`src/rtl/i2c_slv_pkg.sv`:
```
package i2c_slv_pkg;
  localparam int REG_AW = 3;
  typedef logic [REG_AW-1:0] reg_addr_t;

  localparam reg_addr_t REG_OWN  = 3'd0;
  localparam reg_addr_t REG_CTRL = 3'd1;
  localparam reg_addr_t REG_DATA = 3'd2;
  localparam reg_addr_t REG_STAT = 3'd3;
  localparam reg_addr_t REG_HOLD = 3'd4;

  typedef enum logic [3:0] {
    ST_IDLE, ST_ADDR, ST_ADDR_ACK, ST_RX, ST_RX_ACK,
    ST_TX, ST_TX_ACK, ST_TX_WAIT, ST_TX_DONE
  } state_e;
endpackage

```
`src/rtl/i2c_slv_sync.sv`:
```
module i2c_slv_sync #(
  parameter int STAGES = 2
) (
  input  logic clk_i,
  input  logic rst_ni,
  input  logic scl_i,
  input  logic sda_i,
  output logic sda_o,
  output logic scl_rise_o,
  output logic scl_fall_o,
  output logic start_o,
  output logic stop_o
);
  logic [1:0] pin, synced, prev;
  assign pin = {sda_i, scl_i};

  for (genvar g = 0; g < 2; g++) begin : g_line
    logic [STAGES-1:0] chain;
    always_ff @(posedge clk_i or negedge rst_ni) begin
      if (!rst_ni) chain <= '1;
      else         chain <= {chain[STAGES-2:0], pin[g]};
    end
    assign synced[g] = chain[STAGES-1];
  end

  always_ff @(posedge clk_i or negedge rst_ni) begin
    if (!rst_ni) prev <= 2'b11;
    else         prev <= synced;
  end

  assign sda_o      = synced[1];
  assign scl_rise_o = synced[0] & ~prev[0];
  assign scl_fall_o = ~synced[0] & prev[0];
  // SDA edge while SCL stays high
  assign start_o    = synced[0] & prev[0] & prev[1] & ~synced[1];
  assign stop_o     = synced[0] & prev[0] & ~prev[1] & synced[1];
endmodule

```
`src/rtl/i2c_slv_hold.sv`:
```
module i2c_slv_hold #(
  parameter int CNT_W = 8
) (
  input  logic             clk_i,
  input  logic             rst_ni,
  input  logic             fall_i,
  input  logic             clr_i,
  input  logic             want_i,
  input  logic [CNT_W-1:0] hold_i,
  output logic             drive_o
);
  logic [CNT_W-1:0] cnt_q;

  always_ff @(posedge clk_i or negedge rst_ni) begin
    if (!rst_ni)          cnt_q <= '1;
    else if (fall_i)      cnt_q <= '0;
    else if (cnt_q != '1) cnt_q <= cnt_q + 1'b1;
  end

  always_ff @(posedge clk_i or negedge rst_ni) begin
    if (!rst_ni)              drive_o <= 1'b0;
    else if (clr_i)           drive_o <= 1'b0;
    else if (cnt_q >= hold_i) drive_o <= want_i;
  end
endmodule

```
`src/rtl/i2c_slv_top.sv`:
```
module i2c_slv_top
  import i2c_slv_pkg::*;
#(
  parameter int SYNC_STAGES = 2,
  parameter int HOLD_W      = 8
) (
  input  logic              clk_i,
  input  logic              rst_ni,
  input  logic              scl_i,
  input  logic              sda_i,
  output logic              scl_low_o,
  output logic              sda_low_o,
  input  logic              reg_wr_i,
  input  logic [REG_AW-1:0] reg_addr_i,
  input  logic [7:0]        reg_wdata_i,
  output logic [7:0]        reg_rdata_o,
  output logic              irq_o
);
  localparam int BYTE_W = 8;
  localparam int ADR_W  = BYTE_W - 1;

  logic sda_s, scl_rise, scl_fall, start_det, stop_det;
  state_e state_q;
  logic [ADR_W-1:0]  own_q;
  logic [BYTE_W-1:0] tx_q, rx_q, sh_q;
  logic [HOLD_W-1:0] hold_q;
  logic [3:0] cnt_q;
  logic ack_en_q, gc_en_q, want_q, stretch_q;
  logic sel_q, tend_q, stop_q, txm_q, mack_q, gc_hit_q;
  logic stat_wr, own_hit, gc_hit;

  i2c_slv_sync #(.STAGES(SYNC_STAGES)) u_sync (
    .clk_i, .rst_ni, .scl_i, .sda_i,
    .sda_o(sda_s), .scl_rise_o(scl_rise), .scl_fall_o(scl_fall),
    .start_o(start_det), .stop_o(stop_det)
  );

  i2c_slv_hold #(.CNT_W(HOLD_W)) u_hold (
    .clk_i, .rst_ni, .fall_i(scl_fall), .clr_i(start_det | stop_det),
    .want_i(want_q), .hold_i(hold_q), .drive_o(sda_low_o)
  );

  assign stat_wr = reg_wr_i && (reg_addr_i == REG_STAT);
  assign gc_hit  = gc_en_q && (sh_q[BYTE_W-1:1] == '0);
  assign own_hit = (sh_q[BYTE_W-1:1] == own_q) || gc_hit;

  always_ff @(posedge clk_i or negedge rst_ni) begin
    if (!rst_ni) begin
      state_q <= ST_IDLE;  own_q <= '0; tx_q <= '0; rx_q <= '0; sh_q <= '0;
      hold_q <= '0; cnt_q <= '0; ack_en_q <= 1'b0; gc_en_q <= 1'b0;
      want_q <= 1'b0; stretch_q <= 1'b0; sel_q <= 1'b0; tend_q <= 1'b0;
      stop_q <= 1'b0; txm_q <= 1'b0; mack_q <= 1'b0; gc_hit_q <= 1'b0;
    end else begin
      if (reg_wr_i) begin
        case (reg_addr_i)
          REG_OWN:  own_q <= reg_wdata_i[ADR_W-1:0];
          REG_CTRL: begin ack_en_q <= reg_wdata_i[0]; gc_en_q <= reg_wdata_i[1]; end
          REG_DATA: tx_q <= reg_wdata_i;
          REG_HOLD: hold_q <= HOLD_W'(reg_wdata_i);
          default: ;
        endcase
      end
      if (stat_wr) begin
        sel_q <= 1'b0; tend_q <= 1'b0; stop_q <= 1'b0; stretch_q <= 1'b0;
        if (state_q == ST_TX_WAIT) begin
          if (mack_q) begin
            state_q <= ST_TX; sh_q <= tx_q; want_q <= ~tx_q[BYTE_W-1]; cnt_q <= '0;
          end else begin
            state_q <= ST_TX_DONE;
          end
        end
      end
      if (start_det) begin
        state_q <= ST_ADDR; cnt_q <= '0; want_q <= 1'b0; stretch_q <= 1'b0;
      end else if (stop_det) begin
        if (state_q != ST_IDLE) stop_q <= 1'b1;
        state_q <= ST_IDLE; want_q <= 1'b0; stretch_q <= 1'b0;
      end else begin
        case (state_q)
          ST_ADDR, ST_RX: begin
            if (scl_rise) begin
              sh_q  <= {sh_q[BYTE_W-2:0], sda_s};
              cnt_q <= cnt_q + 1'b1;
            end else if (scl_fall && cnt_q == 4'(BYTE_W)) begin
              if (state_q == ST_RX) begin
                rx_q <= sh_q; tend_q <= 1'b1; stretch_q <= 1'b1;
                want_q <= ack_en_q; state_q <= ST_RX_ACK;
              end else if (own_hit && ack_en_q) begin
                sel_q <= 1'b1; txm_q <= sh_q[0]; gc_hit_q <= gc_hit;
                stretch_q <= 1'b1; want_q <= 1'b1; state_q <= ST_ADDR_ACK;
              end else begin
                state_q <= ST_IDLE;
              end
            end
          end
          ST_ADDR_ACK: if (scl_fall) begin
            cnt_q <= '0;
            if (txm_q) begin
              state_q <= ST_TX; sh_q <= tx_q; want_q <= ~tx_q[BYTE_W-1];
            end else begin
              state_q <= ST_RX; want_q <= 1'b0;
            end
          end
          ST_RX_ACK: if (scl_fall) begin
            state_q <= ST_RX; want_q <= 1'b0; cnt_q <= '0;
          end
          ST_TX: if (scl_fall) begin
            if (cnt_q == 4'(BYTE_W-1)) begin
              want_q <= 1'b0; state_q <= ST_TX_ACK;
            end else begin
              sh_q <= {sh_q[BYTE_W-2:0], 1'b0};
              want_q <= ~sh_q[BYTE_W-2];
              cnt_q <= cnt_q + 1'b1;
            end
          end
          ST_TX_ACK: begin
            if (scl_rise) mack_q <= ~sda_s;
            else if (scl_fall) begin
              tend_q <= 1'b1; stretch_q <= 1'b1; state_q <= ST_TX_WAIT;
            end
          end
          default: ;
        endcase
      end
    end
  end

  always_comb begin
    case (reg_addr_i)
      REG_OWN:  reg_rdata_o = {1'b0, own_q};
      REG_CTRL: reg_rdata_o = {6'b0, gc_en_q, ack_en_q};
      REG_DATA: reg_rdata_o = rx_q;
      REG_STAT: reg_rdata_o = {2'b0, gc_hit_q, mack_q, txm_q, stop_q, tend_q, sel_q};
      REG_HOLD: reg_rdata_o = 8'(hold_q);
      default:  reg_rdata_o = '0;
    endcase
  end

  assign scl_low_o = stretch_q;
  assign irq_o     = sel_q | tend_q | stop_q;
endmodule

```
`config.mk`:
```
export PLATFORM = sky130hd
export DESIGN_NAME = i2c_slv_top
export DESIGN_NICKNAME = d
export VERILOG_FILES = /design/src/rtl/i2c_slv_pkg.sv /design/src/rtl/i2c_slv_sync.sv /design/src/rtl/i2c_slv_hold.sv /design/src/rtl/i2c_slv_top.sv
export SDC_FILE = /design/constraint.sdc
export NUM_CORES = 1
export LEC_CHECK = 0
export BUFFER_PORTS_ARGS = -buffer_cell sky130_fd_sc_hd__buf_2
export CAP_MARGIN = 20
export CORE_MARGIN = 5
export CORE_UTILIZATION = 60
export CTS_CLUSTER_DIAMETER = 120
export DETAILED_ROUTE_END_ITERATION = 8
export PLACE_DENSITY = 0.79
export SLEW_MARGIN = 20
export SYNTH_ARGS = -nofsm -noshare
export SYNTH_HDL_FRONTEND = slang
export SYNTH_SLANG_ARGS = --single-unit
```
`constraint.sdc`:
```
create_clock -name clk_i -period 3.7 [get_ports clk_i]
set_input_delay 0.555 -clock clk_i [delete_from_list [all_inputs] [get_ports clk_i]]
set_output_delay 0.555 -clock clk_i [all_outputs]
set_load 0.01 [all_outputs]
```
==> results.json <==
{
  "status": "completed",
  "min_period_over_period": 0.686,
  "rr_worst_depth": 6,
  "dp_cells": 482,
  "core_area_sq_um": 6350,
  "avgSynthCellArea_sq_um": 9.92,
  "insertion_delay_ps": 360,
  "power_density_nw_per_um2": 565,
  "die_w_microns": 90.7,
  "maxSlewViolCount": 0,
  "path_clk_slew_ps": 90,
  "cp_data_arrival_time_ps": 2800,
  "setup_viol": 0,
  "vdd_drop_max_v": 0.000397,
  "dieArea_sq_um": 8230,
  "critPathRequiredTime_ps": 3960,
  "async_flop_share": 1.00,
  "cts_root_buf": "clkbuf_8",
  "drc": 0,
  "drive_gt1_frac": 0.223,
  "yosys.area.top_type": "dfrtp_1",
  "setup_ws_ps": 1160,
  "ctsResizeCount": 0,
  "worstSetupPathType": "flip-flop to flip-flop",
  "areaGrowthSynthToFinish_pct": 9.35,
  "critPathSlowestCell": "o22ai_1",
  "ant_nets": 0,
  "cts_tree": "built",
  "setup-tns-final_ps": 0,
  "first_iter_violations": 294,
  "cpPeakStageDelay_ps": 670,
  "grt_use_total": 0.240,
  "period_minus_slack_ps": 2540,
  "port_buffers": 26,
  "r2r-start": "state_q[3]",
  "ctsHoldBuffers": 0,
  "cp_max_fo": 15,
  "pre_cts_slack_ps": 1240,
  "min_path_type": "input pin to asynchronous set/reset pin",
  "yosysWarnings": 0,
  "row_count": 29,
  "htree_levels": 3,
  "grt_pass1_vias": 3040,
  "drt_wl_total_microns": 9280,
  "io_pins": 27,
  "clock.fmax_mhz": 394,
  "post-cts-setup-buffer-count": 0,
  "wl_per_cell_microns": 18.6,
  "cap_viol_max_count": 0,
  "hpwl_microns": 6810,
  "ff2ff_setup_slack_ps": 1160,
  "crit_path_end_kind": "flip-flop",
  "p_leak_nw": 2.01,
  "layout.nets": 443,
  "synth.distinct_cells": 53,
  "clkSinkCount": 72,
  "clk_path_buf_depth": 2,
  "worst_clock_skew_ps": 15.3,
  "worstMarginPinSlew_ps": 855,
  "crit_buf_inv": 0,
  "netlist_instances": 394,
  "final_cells": 498,
  "ys_top_cells_by_area": "dfrtp_1 (37%), dfstp_2 (9.4%), mux2_2 (7.2%)",
  "num_antenna_cells": 0,
  "vias": 3123,
  "drt_first_pass_iters": 5,
  "grt_overflow": 0,
  "initial_core_util": 0.615,
  "final-hold-violation-count": 0,
  "netlist_area_sq_um": 3910,
  "rsz0062_at_grt": "no",
  "rr_endpoint": "cnt_q[3]",
  "synth_top_cell_area_share": 0.371,
  "grt_max_degree": 28,
  "synth_ff_type": "dfrtp_1",
  "seq_area_frac_synth": 0.466,
  "synth_edf_count": 0,
  "antenna_found_initial": 0,
  "grt_first_pass_wirelength_microns": 15800,
  "relSlewSlack": 0.428,
  "routabilityCongestion": 0.915,
  "routed_via_density": 6.27,
  "numCtsBuffers": 9,
  "synth_fp_nets": 421,
  "startpoint_type": "flip-flop",
  "crit_family": "simple AND/OR/NAND/NOR gates",
  "crit_chain": "nand2b_1, or3b_2, o22ai_1, nor2b_1, o21ai_0, a31oi_1",
  "die_h_microns": 90.7,
  "ys_seq_elements": 72
}
==> registers in the layout, indices dropped and copies added (netlist names), 2 cells and up <==
| register | count |
|---|---|
| u_sync.g_line.chain | 4 |
| sh_q | 8 |
| u_hold.cnt_q | 8 |
| own_q | 7 |
| tx_q | 8 |
| state_q | 4 |
| cnt_q | 4 |
| u_sync.prev | 2 |
| hold_q | 8 |
| rx_q | 8 |
==> cells in the mapped netlist, types with 3 or more instances <==
master    count
nor4_1        3
xor2_1        9
buf_2         3
nand2_1      46
nand4b_1      3
inv_1        19
a22oi_1       5
dfrtp_1      58
dfstp_2      14
a21o_1        3
o21ai_0      31
a222oi_1      8
a31oi_1      11
nor2_1       31
mux2_2       25
and3_1        5
nand2b_1      8
ha_1         11
nand3b_1      4
mux2i_1      13
xnor2_1       4
a21oi_1      16
nor2b_1       7
nor3_1        4
clkbuf_1     11
o31ai_1       3
nand3_1       6
==> cell type report <==
class / count / area, sq um
fillers: 529 / 2080
well taps: 77 / 96.3
clock inverters: 5 / 63.8
clock buffers: 11 / 141
inverters: 19 / 71.3
repair buffers: 29 / 153
multi-input cells: 285 / 1930
flip-flops and latches: 72 / 1820
==> stage by stage <==
| step | util | power (mW) | hold slack [ps] | instance area, sq um |
|---|---|---|---|---|
| floorplan | - | 1.58 | 259 | 3910 |
| global placement | 0.641 | 1.75 | 346 | 4070 |
| detailed placement | 0.641 | 1.77 | 349 | 4070 |
| CTS | 0.673 | 2.41 | 194 | 4270 |
| global route | 0.673 | 2.57 | 230 | 4270 |
| finish | 0.673 | 2.41 | 182 | 4270 |
==> per-layer routing <==
layer | wire length (microns) | track usage | up-vias | share of wire
met2 | 4240 | 0.354 | 121 | 0.46
met1 | 4180 | 0.349 | 1525 | 0.45
met5 | 0 | 0 | - | 0
met4 | 213 | 0.0955 | 0 | 0.023
li1 | - | - | 1459 | -
met3 | 648 | 0.0450 | 18 | 0.070
==> logic make-up (layout without fill, tap and decap cells) <==
| logic type | count (synthesis) | count (layout) | share of synthesized area |
|---|---|---|---|
| flip-flops | 72 | 72 | 0.466 |
| AND/OR/NAND/NOR | 132 | 132 | 0.173 |
| AO/OA/AOI/OAI | 89 | 89 | 0.143 |
| multiplexers | 40 | 40 | 0.113 |
| adder cells (fa/ha/maj) | 11 | 11 | 0.0352 |
| XOR/XNOR | 13 | 13 | 0.0291 |
| buffers and inverters | 37 | 64 | 0.0410 |
==> worst max path at each step <==
| stage | start | end | slack [ps] | cells past startpoint |
|---|---|---|---|---|
| floorplan | reg_addr_i[1] | reg_rdata_o[0] | 1490 | 6 |
| global placement | state_q[3] | cnt_q[3] | 1260 | 6 |
| detailed placement | state_q[2] | cnt_q[3] | 1240 | 6 |
| CTS | state_q[2] | cnt_q[3] | 1190 | 6 |
| global route | u_sync.prev[0] | cnt_q[3] | 1010 | 6 |
| finish | state_q[3] | cnt_q[3] | 1160 | 6 |
==> placed cells by master (no fill, tap or decap), types with 2 or more instances in the layout <==
| master | synthesis | routed |
|---|---|---|
| a222oi_1 | 8 | 8 |
| o22ai_1 | 2 | 2 |
| nand4b_1 | 3 | 3 |
| nor2_1 | 31 | 31 |
| o31ai_1 | 3 | 3 |
| nand3b_1 | 4 | 4 |
| nand2b_1 | 8 | 8 |
| nor3_2 | 2 | 2 |
| and4b_1 | 2 | 2 |
| xor2_1 | 9 | 9 |
| inv_6 | 0 | 2 |
| o21ai_0 | 31 | 31 |
| mux2_2 | 25 | 25 |
| a31oi_1 | 11 | 11 |
| xnor2_1 | 4 | 4 |
| nand2_1 | 46 | 46 |
| buf_4 | 0 | 3 |
| mux2_4 | 2 | 2 |
| a21o_1 | 3 | 3 |
| and3_1 | 5 | 5 |
| a22oi_1 | 5 | 5 |
| clkbuf_8 | 1 | 10 |
| a21oi_1 | 16 | 16 |
| nand3_1 | 6 | 6 |
| dfrtp_1 | 58 | 58 |
| nor4_1 | 3 | 3 |
| buf_2 | 3 | 26 |
| nor3_1 | 4 | 4 |
| a41oi_1 | 2 | 2 |
| nor2b_1 | 7 | 7 |
| ha_1 | 11 | 11 |
| dfstp_2 | 14 | 14 |
| inv_1 | 19 | 19 |
| nand4_1 | 2 | 2 |
| mux2i_1 | 13 | 13 |
==> worst reg2reg max path, stage by stage, from the launching register on <==
cell	delay, ps
dfrtp_1	560
nand2b_1	280
or3b_2	490
o22ai_1	670
nor2b_1	210
o21ai_0	80
a31oi_1	160
==> power breakdown <==
part | switching [mW] | internal [mW] | total, mW | leakage [nW]
logic | 0.340 | 0.286 | 0.626 | 1.02
clock network | 0.313 | 0.336 | 0.649 | 0.101
registers | 0.191 | 0.949 | 1.14 | 0.896
No activity file was read; power rests on OpenSTA's default activity.
